## src/rtl/xlat_pkg.sv

```systemverilog
package xlat_pkg;

  typedef enum logic [1:0] {
    EXC_NONE      = 2'd0,
    EXC_PAGEFAULT = 2'd1,
    EXC_READONLY  = 2'd2,
    EXC_MISALIGN  = 2'd3
  } xlat_exc_e;

  // Strobes from the control to the datapath
  typedef struct packed {
    logic flush;   // clear all valid flags
    logic load;    // software entry write
    logic touch;   // set referenced flag of the selected entry
    logic mark;    // also set modified flag
  } xlat_strobe_t;

endpackage

```

## src/rtl/xlat_datapath.sv

```systemverilog
module xlat_datapath
  import xlat_pkg::*;
#(
  parameter int ENTRIES = 4,
  parameter int VPN_W   = 25,
  parameter int PFN_W   = 25,
  localparam int IDX_W  = $clog2(ENTRIES)
) (
  input  logic               clk,
  input  logic               rstN,
  input  xlat_strobe_t       ctl,
  input  logic [IDX_W-1:0]   wrIdx,
  input  logic [VPN_W-1:0]   wrVpn,
  input  logic [PFN_W-1:0]   wrPfn,
  input  logic               wrValid,
  input  logic               wrReadOnly,
  input  logic [VPN_W-1:0]   lookVpn,
  input  logic [IDX_W-1:0]   selIdx,
  output logic [ENTRIES-1:0] matchVec,
  output logic [PFN_W-1:0]   selPfn,
  output logic               selRo,
  input  logic [IDX_W-1:0]   probeIdx,
  output logic               probeValid,
  output logic               probeUse,
  output logic               probeDirty
);

  logic [VPN_W-1:0]   vpnQ [ENTRIES];
  logic [PFN_W-1:0]   pfnQ [ENTRIES];
  logic [ENTRIES-1:0] validQ, roQ, useQ, dirtyQ;

  always_ff @(posedge clk or negedge rstN) begin
    if (!rstN) begin
      validQ <= '0;
      roQ    <= '0;
      useQ   <= '0;
      dirtyQ <= '0;
      for (int i = 0; i < ENTRIES; i++) begin
        vpnQ[i] <= '0;
        pfnQ[i] <= '0;
      end
    end else begin
      for (int i = 0; i < ENTRIES; i++) begin
        if (ctl.load && wrIdx == IDX_W'(i)) begin
          vpnQ[i]   <= wrVpn;
          pfnQ[i]   <= wrPfn;
          roQ[i]    <= wrReadOnly;
          validQ[i] <= wrValid && !ctl.flush;
          useQ[i]   <= 1'b0;
          dirtyQ[i] <= 1'b0;
        end else if (ctl.flush) begin
          validQ[i] <= 1'b0;
        end else if (ctl.touch && selIdx == IDX_W'(i)) begin
          useQ[i] <= 1'b1;
          if (ctl.mark) dirtyQ[i] <= 1'b1;
        end
      end
    end
  end

  // Parallel compare, one comparator per entry
  for (genvar gi = 0; gi < ENTRIES; gi++) begin : g_cmp
    assign matchVec[gi] = validQ[gi] && (vpnQ[gi] == lookVpn);
  end

  assign selPfn     = pfnQ[selIdx];
  assign selRo      = roQ[selIdx];
  assign probeValid = validQ[probeIdx];
  assign probeUse   = useQ[probeIdx];
  assign probeDirty = dirtyQ[probeIdx];

endmodule

```

## src/rtl/xlat_control.sv

```systemverilog
module xlat_control
  import xlat_pkg::*;
#(
  parameter int ENTRIES = 4,
  parameter int ADDR_W  = 32,
  parameter int OFFS_W  = 7,
  localparam int IDX_W  = $clog2(ENTRIES),
  localparam int PFN_W  = ADDR_W - OFFS_W
) (
  input  logic               clk,
  input  logic               rstN,
  input  logic               reqValid,
  input  logic [ADDR_W-1:0]  reqAddr,
  input  logic               reqWrite,
  input  logic [1:0]         reqSize,
  input  logic               flush,
  input  logic               wrEn,
  input  logic [ENTRIES-1:0] matchVec,
  input  logic [PFN_W-1:0]   selPfn,
  input  logic               selRo,
  output logic [IDX_W-1:0]   selIdx,
  output xlat_strobe_t       ctl,
  output logic               rspValid,
  output logic [ADDR_W-1:0]  rspPhysAddr,
  output logic [1:0]         rspExc
);

  xlat_exc_e excNext;
  logic      misaligned;

  // Lowest index wins on duplicate matches
  always_comb begin
    selIdx = '0;
    for (int i = ENTRIES - 1; i >= 0; i--)
      if (matchVec[i]) selIdx = IDX_W'(i);
  end

  assign misaligned = (reqSize == 2'd1 && reqAddr[0]) ||
                      (reqSize[1] && reqAddr[1:0] != 2'b00);

  always_comb begin
    if (misaligned)             excNext = EXC_MISALIGN;
    else if (matchVec == '0)    excNext = EXC_PAGEFAULT;
    else if (reqWrite && selRo) excNext = EXC_READONLY;
    else                        excNext = EXC_NONE;
  end

  always_comb begin
    ctl.flush = flush;
    ctl.load  = wrEn;
    ctl.touch = reqValid && (excNext == EXC_NONE);
    ctl.mark  = reqWrite;
  end

  always_ff @(posedge clk or negedge rstN) begin
    if (!rstN) begin
      rspValid    <= 1'b0;
      rspExc      <= 2'd0;
      rspPhysAddr <= '0;
    end else begin
      rspValid    <= reqValid;
      rspExc      <= reqValid ? excNext : 2'd0;
      rspPhysAddr <= (reqValid && excNext == EXC_NONE)
                     ? {selPfn, reqAddr[OFFS_W-1:0]} : '0;
    end
  end

endmodule

```

## src/rtl/page_xlate_buffer.sv

```systemverilog
module page_xlate_buffer
  import xlat_pkg::*;
#(
  parameter int ADDR_W     = 32,
  parameter int PAGE_BYTES = 128,
  parameter int ENTRIES    = 4,
  localparam int OFFS_W    = $clog2(PAGE_BYTES),
  localparam int VPN_W     = ADDR_W - OFFS_W,
  localparam int IDX_W     = $clog2(ENTRIES)
) (
  input  logic              clk,
  input  logic              rstN,
  input  logic              reqValid,
  input  logic [ADDR_W-1:0] reqAddr,
  input  logic              reqWrite,
  input  logic [1:0]        reqSize,
  input  logic              flush,
  input  logic              wrEn,
  input  logic [IDX_W-1:0]  wrIdx,
  input  logic [VPN_W-1:0]  wrVpn,
  input  logic [VPN_W-1:0]  wrPfn,
  input  logic              wrValid,
  input  logic              wrReadOnly,
  input  logic [IDX_W-1:0]  probeIdx,
  output logic              probeValid,
  output logic              probeUse,
  output logic              probeDirty,
  output logic              rspValid,
  output logic [ADDR_W-1:0] rspPhysAddr,
  output logic [1:0]        rspExc
);

  xlat_strobe_t       ctl;
  logic [ENTRIES-1:0] matchVec;
  logic [IDX_W-1:0]   selIdx;
  logic [VPN_W-1:0]   selPfn;
  logic               selRo;

  xlat_datapath #(.ENTRIES(ENTRIES), .VPN_W(VPN_W), .PFN_W(VPN_W)) u_dp (
    .clk(clk), .rstN(rstN), .ctl(ctl),
    .wrIdx(wrIdx), .wrVpn(wrVpn), .wrPfn(wrPfn),
    .wrValid(wrValid), .wrReadOnly(wrReadOnly),
    .lookVpn(reqAddr[ADDR_W-1:OFFS_W]), .selIdx(selIdx),
    .matchVec(matchVec), .selPfn(selPfn), .selRo(selRo),
    .probeIdx(probeIdx), .probeValid(probeValid),
    .probeUse(probeUse), .probeDirty(probeDirty)
  );

  xlat_control #(.ENTRIES(ENTRIES), .ADDR_W(ADDR_W), .OFFS_W(OFFS_W)) u_ctl (
    .clk(clk), .rstN(rstN),
    .reqValid(reqValid), .reqAddr(reqAddr), .reqWrite(reqWrite),
    .reqSize(reqSize), .flush(flush), .wrEn(wrEn),
    .matchVec(matchVec), .selPfn(selPfn), .selRo(selRo),
    .selIdx(selIdx), .ctl(ctl),
    .rspValid(rspValid), .rspPhysAddr(rspPhysAddr), .rspExc(rspExc)
  );

endmodule

```

## config.mk

```make
export PLATFORM = sky130hd
export DESIGN_NAME = page_xlate_buffer
export DESIGN_NICKNAME = d
export VERILOG_FILES = /design/src/rtl/xlat_pkg.sv /design/src/rtl/xlat_datapath.sv /design/src/rtl/xlat_control.sv /design/src/rtl/page_xlate_buffer.sv
export SDC_FILE = /design/constraint.sdc
export NUM_CORES = 1
export LEC_CHECK = 0
export BUFFER_PORTS_ARGS = -buffer_cell sky130_fd_sc_hd__buf_4
export CORE_ASPECT_RATIO = 0.6
export CORE_MARGIN = 1.5
export CORE_UTILIZATION = 37
export DETAILED_ROUTE_END_ITERATION = 10
export PLACE_DENSITY = 0.67
export SETUP_SLACK_MARGIN = 0.4
export SLEW_MARGIN = 0
export SYNTH_ARGS = -nofsm -noshare
export SYNTH_HDL_FRONTEND = slang
export SYNTH_SLANG_ARGS = --single-unit
```

## constraint.sdc

```tcl
create_clock -name clk -period 6.1 [get_ports clk]
set_clock_uncertainty 0.2 [all_clocks]
set_input_delay 0.61 -clock clk [delete_from_list [all_inputs] [get_ports clk]]
set_output_delay 0.61 -clock clk [all_outputs]
set_load 0.02 [all_outputs]
```

==> metrics, run 1 <==
reg2reg end u_ctl.rspPhysAddr[10]; final WL roughly 32,000 µm; Skew-Pair Late Insertion Delay 530 ps; worst setup margin about 2300 ps; Worst Path Max Fanout 23; post-DR vias/cell between 5 and 6; RSZ-0062 raised after global routing no; clock buffer depth 3; asr flop ratio synth 100%; H-Tree Depth 1; power share of the combinational group 16.0%; share of cells above drive strength 1 ~34%; # resized after CTS 0; die span in x about 230 µm; Seq pwr share between 40% and 50%; hold path start reqValid; Die Footprint 32,000 µm²; Clock power frac between 30 and 40%; Fin. Hold Viols 0; Tmin final about 3800 ps; initial core utilization 37.9%; total negative slack 0 ps; Mapped Avg Cell Area ~12 µm²; commonest non-fill, non-tap cells in the layout dfrtp_1 (251), nand2_1 (191), mux2_2 (153); Final ANT Viol Nets 0; fmax 260 MHz; syn_nets around 1,000; CTS clk-pin slew, worst paths roughly 60 ps; outcome complete, no violations; pwr dens between 300 and 400 nW/µm²; Detailed Route Iter0 Violations between 800 and 900; Layout area overhead 19.6%; reg2reg path depth 8; root buffer cell clkbuf_16; core area around 30,000 µm²; hold slack between 40 and 50 ps; Psw roughly 1.2 mW; Max Cap Viol 0; peak supply drop approximately 0.16 mV; first-pass GRT wire length just under 50,000 µm; CTS tree yes; HP Class in2reg; row count between 40 and 50; Worst Tran Pin Value 1100 ps; Slew Viols, Final 0; Worst Path Required ~6300 ps; Slew headroom approximately a quarter; routability cong. 0.976; Post-DP Area around 13,000 µm²; initial antenna violation count 3; global router's overall resource usage between 20% and 30%; first drt pass iteration count 8; net switching fraction of the power 27.2%; Internal ~3.2 mW; r2r setup slk between 2000 and 2500 ps; cell count of the worst hold path 1; unique cell type count in the Yosys netlist 58; cell area after layout about 14,000 µm²; startpoint types flop; Clock Sinks 251; Mapped Cells between 900 and 1,000; Post-synth EDFFs 0; Arr. time, crit path between 3000 and 4000 ps; CTS Buf Count 25; HPWL Detailed about 21,000 µm; Yosys warnings 0; sequential share of the synthesized area 54.9%; ys flop type dfrtp_1; detailed-route DRC error count 0; Post-Syn Area between 10,000 and 15,000 µm²; pin count of the biggest net entering global routing 174; critical path class reg2reg; # fillers 2,785; final net count between 1,000 and 1,500; vias in the first global route 8,058; per-cell routed wire length 21.6 µm; Seq cells post-synth ~250; dpl ws slightly below 2000 ps; # IOs around 130; IO buf count around 130; critical path capture point type flop; Final setup viols 0; period utilization 62.9%; commonest non-fill, non-tap cell in the layout dfrtp_1; DR vias between 8,000 and 9,000; Chip Height around 140 µm; worst r2r src u_dp.vpnQ[22]; total gr overflow 0; Leakage ~6.1 nW; Post-CTS Setup Bufs 0; Worst Hold Endpoint u_ctl.rspValid
[Yosys cell counts (3+ instances only)]
library cell | instances | area, µm²
a211oi_1 | 23 | 173
a211oi_2 | 5 | 62.6
a222oi_1 | 25 | 250
a31oi_1 | 3 | 18.8
a41oi_1 | 3 | 26.3
and3_1 | 6 | 37.5
and4_1 | 4 | 35.0
buf_1 | 4 | 15.0
buf_2 | 9 | 45.0
buf_6 | 6 | 67.6
clkbuf_1 | 28 | 105
dfrtp_1 | 251 | 6280
inv_1 | 4 | 15.0
mux2_2 | 153 | 1720
mux2i_1 | 3 | 30.0
mux4_2 | 3 | 67.6
nand2_1 | 191 | 717
nand3_1 | 8 | 40.0
nand4_1 | 19 | 119
nor2_1 | 6 | 22.5
nor3b_1 | 3 | 22.5
nor3b_2 | 5 | 62.6
nor4_1 | 30 | 188
nor4b_1 | 3 | 26.3
o21a_1 | 3 | 22.5
o21ai_0 | 6 | 30.0
or2_2 | 3 | 18.8
xnor2_1 | 37 | 324
xor2_1 | 64 | 561
[sequential cells by signal, summed over array words and instances (netlist names)]
signal and count:
u_dp.pfnQ 100, u_dp.vpnQ 100, u_ctl.rspPhysAddr 32, u_dp.dirtyQ 4, u_dp.roQ 4, u_dp.useQ 4
u_dp.validQ 4, u_ctl.rspExc 2, u_ctl.rspValid 1
[worst max-delay path by stage]
stage,startpoint,endpoint,slack (ps),cells past startpoint
6_report,u_dp.vpnQ[22],u_ctl.rspPhysAddr[10],2260,8
5_1_grt,u_dp.vpnQ[22],u_ctl.rspPhysAddr[7],2060,8
4_1_cts,u_dp.vpnQ[22],u_ctl.rspPhysAddr[10],2320,8
3_5_place_dp,reqAddr[29],u_ctl.rspPhysAddr[13],1940,9
3_3_place_gp,reqAddr[29],u_ctl.rspPhysAddr[15],1960,9
2_1_floorplan,reqAddr[11],u_ctl.rspPhysAddr[21],3210,9
[layer usage]
| layer | global-route usage (%) | share of wire, % | vias up |
|---|---|---|---|
| met2 | 26.1 | 39 | 318 |
| met4 | 3.72 | 1.6 | 0 |
| met1 | 32.1 | 49 | 4133 |
| met5 | 0 | 0 | - |
| met3 | 6.95 | 10 | 40 |
| li1 | - | - | 3613 |
[layout make-up]
type / instances / area (µm²) / share of cell area, %
sequential: 251 / 6280 / 45.9
multi-input combinational: 640 / 4920 / 36.0
timing repair buffer: 144 / 1100 / 8.07
clock buffer: 34 / 709 / 5.19
tap: 408 / 510 / 3.73
clock inverter: 9 / 123 / 0.897
inverter: 4 / 15.0 / 0.110
antenna: 3 / 7.51 / 0.0549
[per-stage QoR]
step | std cells | power (mW) | utilization (%)
after floorplan | 942 | 2.48 | -
after global placement | 1446 | 2.76 | 42.5
after detailed placement | 1446 | 2.78 | 42.5
after CTS | 1490 | 4.38 | 45.3
after global routing | 1491 | 4.55 | 45.3
final | 1493 | 4.36 | 45.3
[cells by family after synthesis]
group / Yosys count / share of synthesized area [%]
and+or+nand+nor: 301 / 13.2
DFF: 251 / 54.9
xor gates and xnor gates: 102 / 7.88
buffers and inverters: 51 / 2.17
muxes: 159 / 15.9
AOI/OAI and AO/OA: 78 / 5.87
[critical path, stage by stage, from the launching register on]
cell	delay (ps)
dfrtp_1	390
xnor2_1	520
nand4_1	200
nor4_2	340
o211ai_1	220
or4b_1	580
a31oi_4	780
buf_4	350
a211oi_1	70
[power by group through the flow]
stage               Combinational (mW)  Sequential [mW]  Clock, mW
floorplan                        0.425             2.05          0
global placement                 0.672             2.08          0
detailed placement               0.687             2.09          0
CTS                              0.691             2.07       1.62
global route                     0.758             2.10       1.69
finish                           0.700             2.07       1.59
[repair_timing]
action | in CTS | in global routing
hold buffers | 1 | 0
endpoints found under the setup margin | 0 | 0
hold endpoints to repair | 78 | 0
Power figures use the tool's default switching activity.
==> run 2, diff against run 1 <==
--- a/config.mk
+++ b/config.mk
@@ -5,6 +5,7 @@
 export SDC_FILE = /design/constraint.sdc
 export NUM_CORES = 1
 export LEC_CHECK = 0
+export ABC_AREA = 1
 export BUFFER_PORTS_ARGS = -buffer_cell sky130_fd_sc_hd__buf_4
 export CORE_ASPECT_RATIO = 0.6
 export CORE_MARGIN = 1.5
==> constraint.sdc (replaced) <==
create_clock -name clk -period 3.54 [get_ports clk]
set_clock_uncertainty 0.2 [all_clocks]
set_input_delay 0.354 -clock clk [delete_from_list [all_inputs] [get_ports clk]]
set_output_delay 0.354 -clock clk [all_outputs]
set_load 0.02 [all_outputs]
==> run 2 against run 1 <==
Setup slack got worse by 1600 ps; sequential cell count did not move; power rose by 72%; clock power rose by 83%; global-route usage rose by 0.87 points; fmax rose by 31%; cell area rose by 6.1%; hold slack improved by 120 ps; sequential power rose by 68%; combinational power rose by 60%; utilization rose by 2.6 points; critical path depth rose by 4; critical path type unchanged.
==> metrics, run 2 <==
outcome complete, no violations; Synth top area share 54.5%; Post-Syn Area about 12,000 µm²; Diodes inserted 0; asr flop ratio synth 100%; Chip Height roughly 140 µm; CTS Buf Count 25; RSZ-0062 raised after global routing no; total negative slack 0 ps; initial antenna violation count 1; CTS tree yes; reg2reg path depth 12; Final ANT Viol Nets 0; Leakage approximately 7 nW; total gr overflow 0; critical path launch point u_dp.vpnQ[68]; Slew headroom between 40% and 50%; commonest non-fill, non-tap cell in the layout nand2_1; Post-synth EDFFs 0; startpoint types flop; CTS clk-pin slew, worst paths approximately 60 ps; final net count 1,709; row count 49; Seq cells post-synth ~250; ys flop type dfrtp_1; r2r setup slk roughly 620 ps; Yosys warnings 0; vias in the first global route ~9,400; core area a little over 30,000 µm²; unique cell type count in the Yosys netlist 33; IO buf count around 130; worst setup margin approximately 620 ps; global router's overall resource usage approximately a fifth; per-cell routed wire length between 15 and 20 µm; post-DR vias/cell 4.92; die span in x 231 µm; dpl ws slightly below 700 ps; Layout area overhead 25.9%; final WL 33,800 µm; hold path start reqSize[0]; pwr dens 517 nW/µm²; Arr. time, crit path around 3200 ps; critical path capture point type flop; Skew-Pair Late Insertion Delay about 550 ps; Fin. Hold Viols 0; Tmin final 2920 ps; most numerous cell in the Yosys netlist nand2_1; H-Tree Depth 1; clock buffer depth 3; first drt pass iteration count 5; share of cells above drive strength 1 ~15%; HPWL Detailed around 23,000 µm; CP endpoint u_dp.dirtyQ[1]; Worst Path Max Fanout 9; Slew Viols, Final 0; most frequent cells after synthesis nand2_1 (507), dfrtp_1 (251), o21ai_0 (215), inv_1 (146), nor2_1 (69); detailed-route DRC error count 0; Max Cap Viol 0; Detailed Route Iter0 Violations between 1,000 and 1,500; ranking of synthesized cells by area dfrtp_1 (55%), nand2_1 (17%), o21ai_0 (9.3%); initial core utilization 38.0%; Die Footprint around 32,000 µm²; Clock Sinks approximately 250; Worst Tran Pin Value about 840 ps; worst r2r src u_dp.vpnQ[68]; cell area after layout about 15,000 µm²; Mapped Cells between 1,000 and 1,500; Mapped Avg Cell Area between 8 and 9 µm²; peak supply drop approximately 0.36 mV; reg2reg end u_dp.dirtyQ[1]; Final setup viols 0; DR vias approximately 10,000; commonest non-fill, non-tap cells in the layout nand2_1 (507), dfrtp_1 (251), o21ai_0 (215); fmax around 340 MHz; Post-DP Area approximately 13,000 µm²; HP Class in2reg; pin count of the biggest net entering global routing about 110; cell taking the most area after synthesis dfrtp_1; Worst Path Required between 3000 and 4000 ps; first-pass GRT wire length 52,800 µm; critical path class reg2reg; syn_nets around 1,500; # IOs roughly 130; period utilization just over 80%; routability cong. a little over 0.9; largest registers u_dp.pfnQ x100, u_dp.vpnQ x100, u_ctl.rspPhysAddr x32; sequential share of the synthesized area 54.5%; root buffer cell clkbuf_16
run 2: cell count changes after synthesis, sizes merged, moves of 15 or more:
cell,previous run,this run
o21ai,7,222
a222oi,25,0
nand2,192,511
xor2,65,0
clkbuf,28,43
inv,4,173
a21oi,2,52
nand3,9,27
nor2,7,75
mux2,153,0
nor4,32,0
a211oi,28,0
xnor2,37,21
run 2: timing repair:
action                    in CTS  in global routing
hold endpoints to repair     323                  0
hold buffers                  64                  0
resized for setup              0                  0
buffers inserted               0                  0
run 2: cell type report:
cell class / count / area (µm²)
Inverter: 176 / 661
Tap cell: 408 / 510
Fill cell: 2930 / 15800
Clock inverter: 13 / 200
Clock buffer: 32 / 692
Timing Repair Buffer: 211 / 1800
Multi-Input combinational cell: 948 / 4360
Sequential cell: 251 / 6280
run 2: how the worst min path moves through the flow:
| stage | end | slack (ps) | cells past startpoint |
|---|---|---|---|
| 2_1_floorplan | u_ctl.rspExc[0] | -140 | 0 |
| 3_3_place_gp | u_dp.pfnQ[87] | 270 | 2 |
| 3_5_place_dp | u_dp.pfnQ[56] | 270 | 2 |
| 4_1_cts | u_ctl.rspExc[1] | 130 | 3 |
| 5_1_grt | u_ctl.rspExc[1] | 210 | 3 |
| 6_report | u_ctl.rspExc[1] | 170 | 3 |
run 2: per-stage QoR:
stage | cells | hold WS, ps | utilization, % | total power [mW]
final | 2039 | 168 | 47.9 | 7.50
after CTS | 2039 | 130 | 47.9 | 7.55
after global routing | 2039 | 212 | 47.9 | 7.87
after detailed placement | 1930 | 273 | 42.8 | 4.56
after global placement | 1930 | 266 | 42.8 | 4.52
after floorplan | 1429 | -142 | - | 4.10
run 2: critical path: stages, from the launching register on:
cell,delay [ps]
dfrtp_1,390
xnor2_1,190
nand2_1,70
nor2_1,320
nand3_1,190
nor2_4,190
nor2_4,70
nand3_2,90
nand2_1,90
nor2_4,230
nand4_1,120
dlygate4sd3_1,570
a21oi_1,120
run 2: power breakdown:
part | internal [mW] | switching [mW]
sequential | 3.25 | 0.224
clock | 1.75 | 1.16
combinational | 0.436 | 0.679
total | 5.43 | 2.06
run 2: kinds of logic (layout without fill, tap and decap cells):
| logic type | Yosys count | in the layout | share of synthesized area [%] |
|---|---|---|---|
| flops | 251 | 251 | 54.5 |
| xor+xnor | 21 | 21 | 1.60 |
| compound gates | 296 | 296 | 14.2 |
| simple gates | 631 | 631 | 21.8 |
| buf+inv | 230 | 432 | 7.84 |
run 2: layer usage:
layer	track usage (%)	vias to the layer above	wire length (µm)
met1	33.5	4713	16500
met4	4.16	2	599
met5	0	-	13
met3	5.00	49	3300
li1	-	4844	-
met2	28.8	419	13400
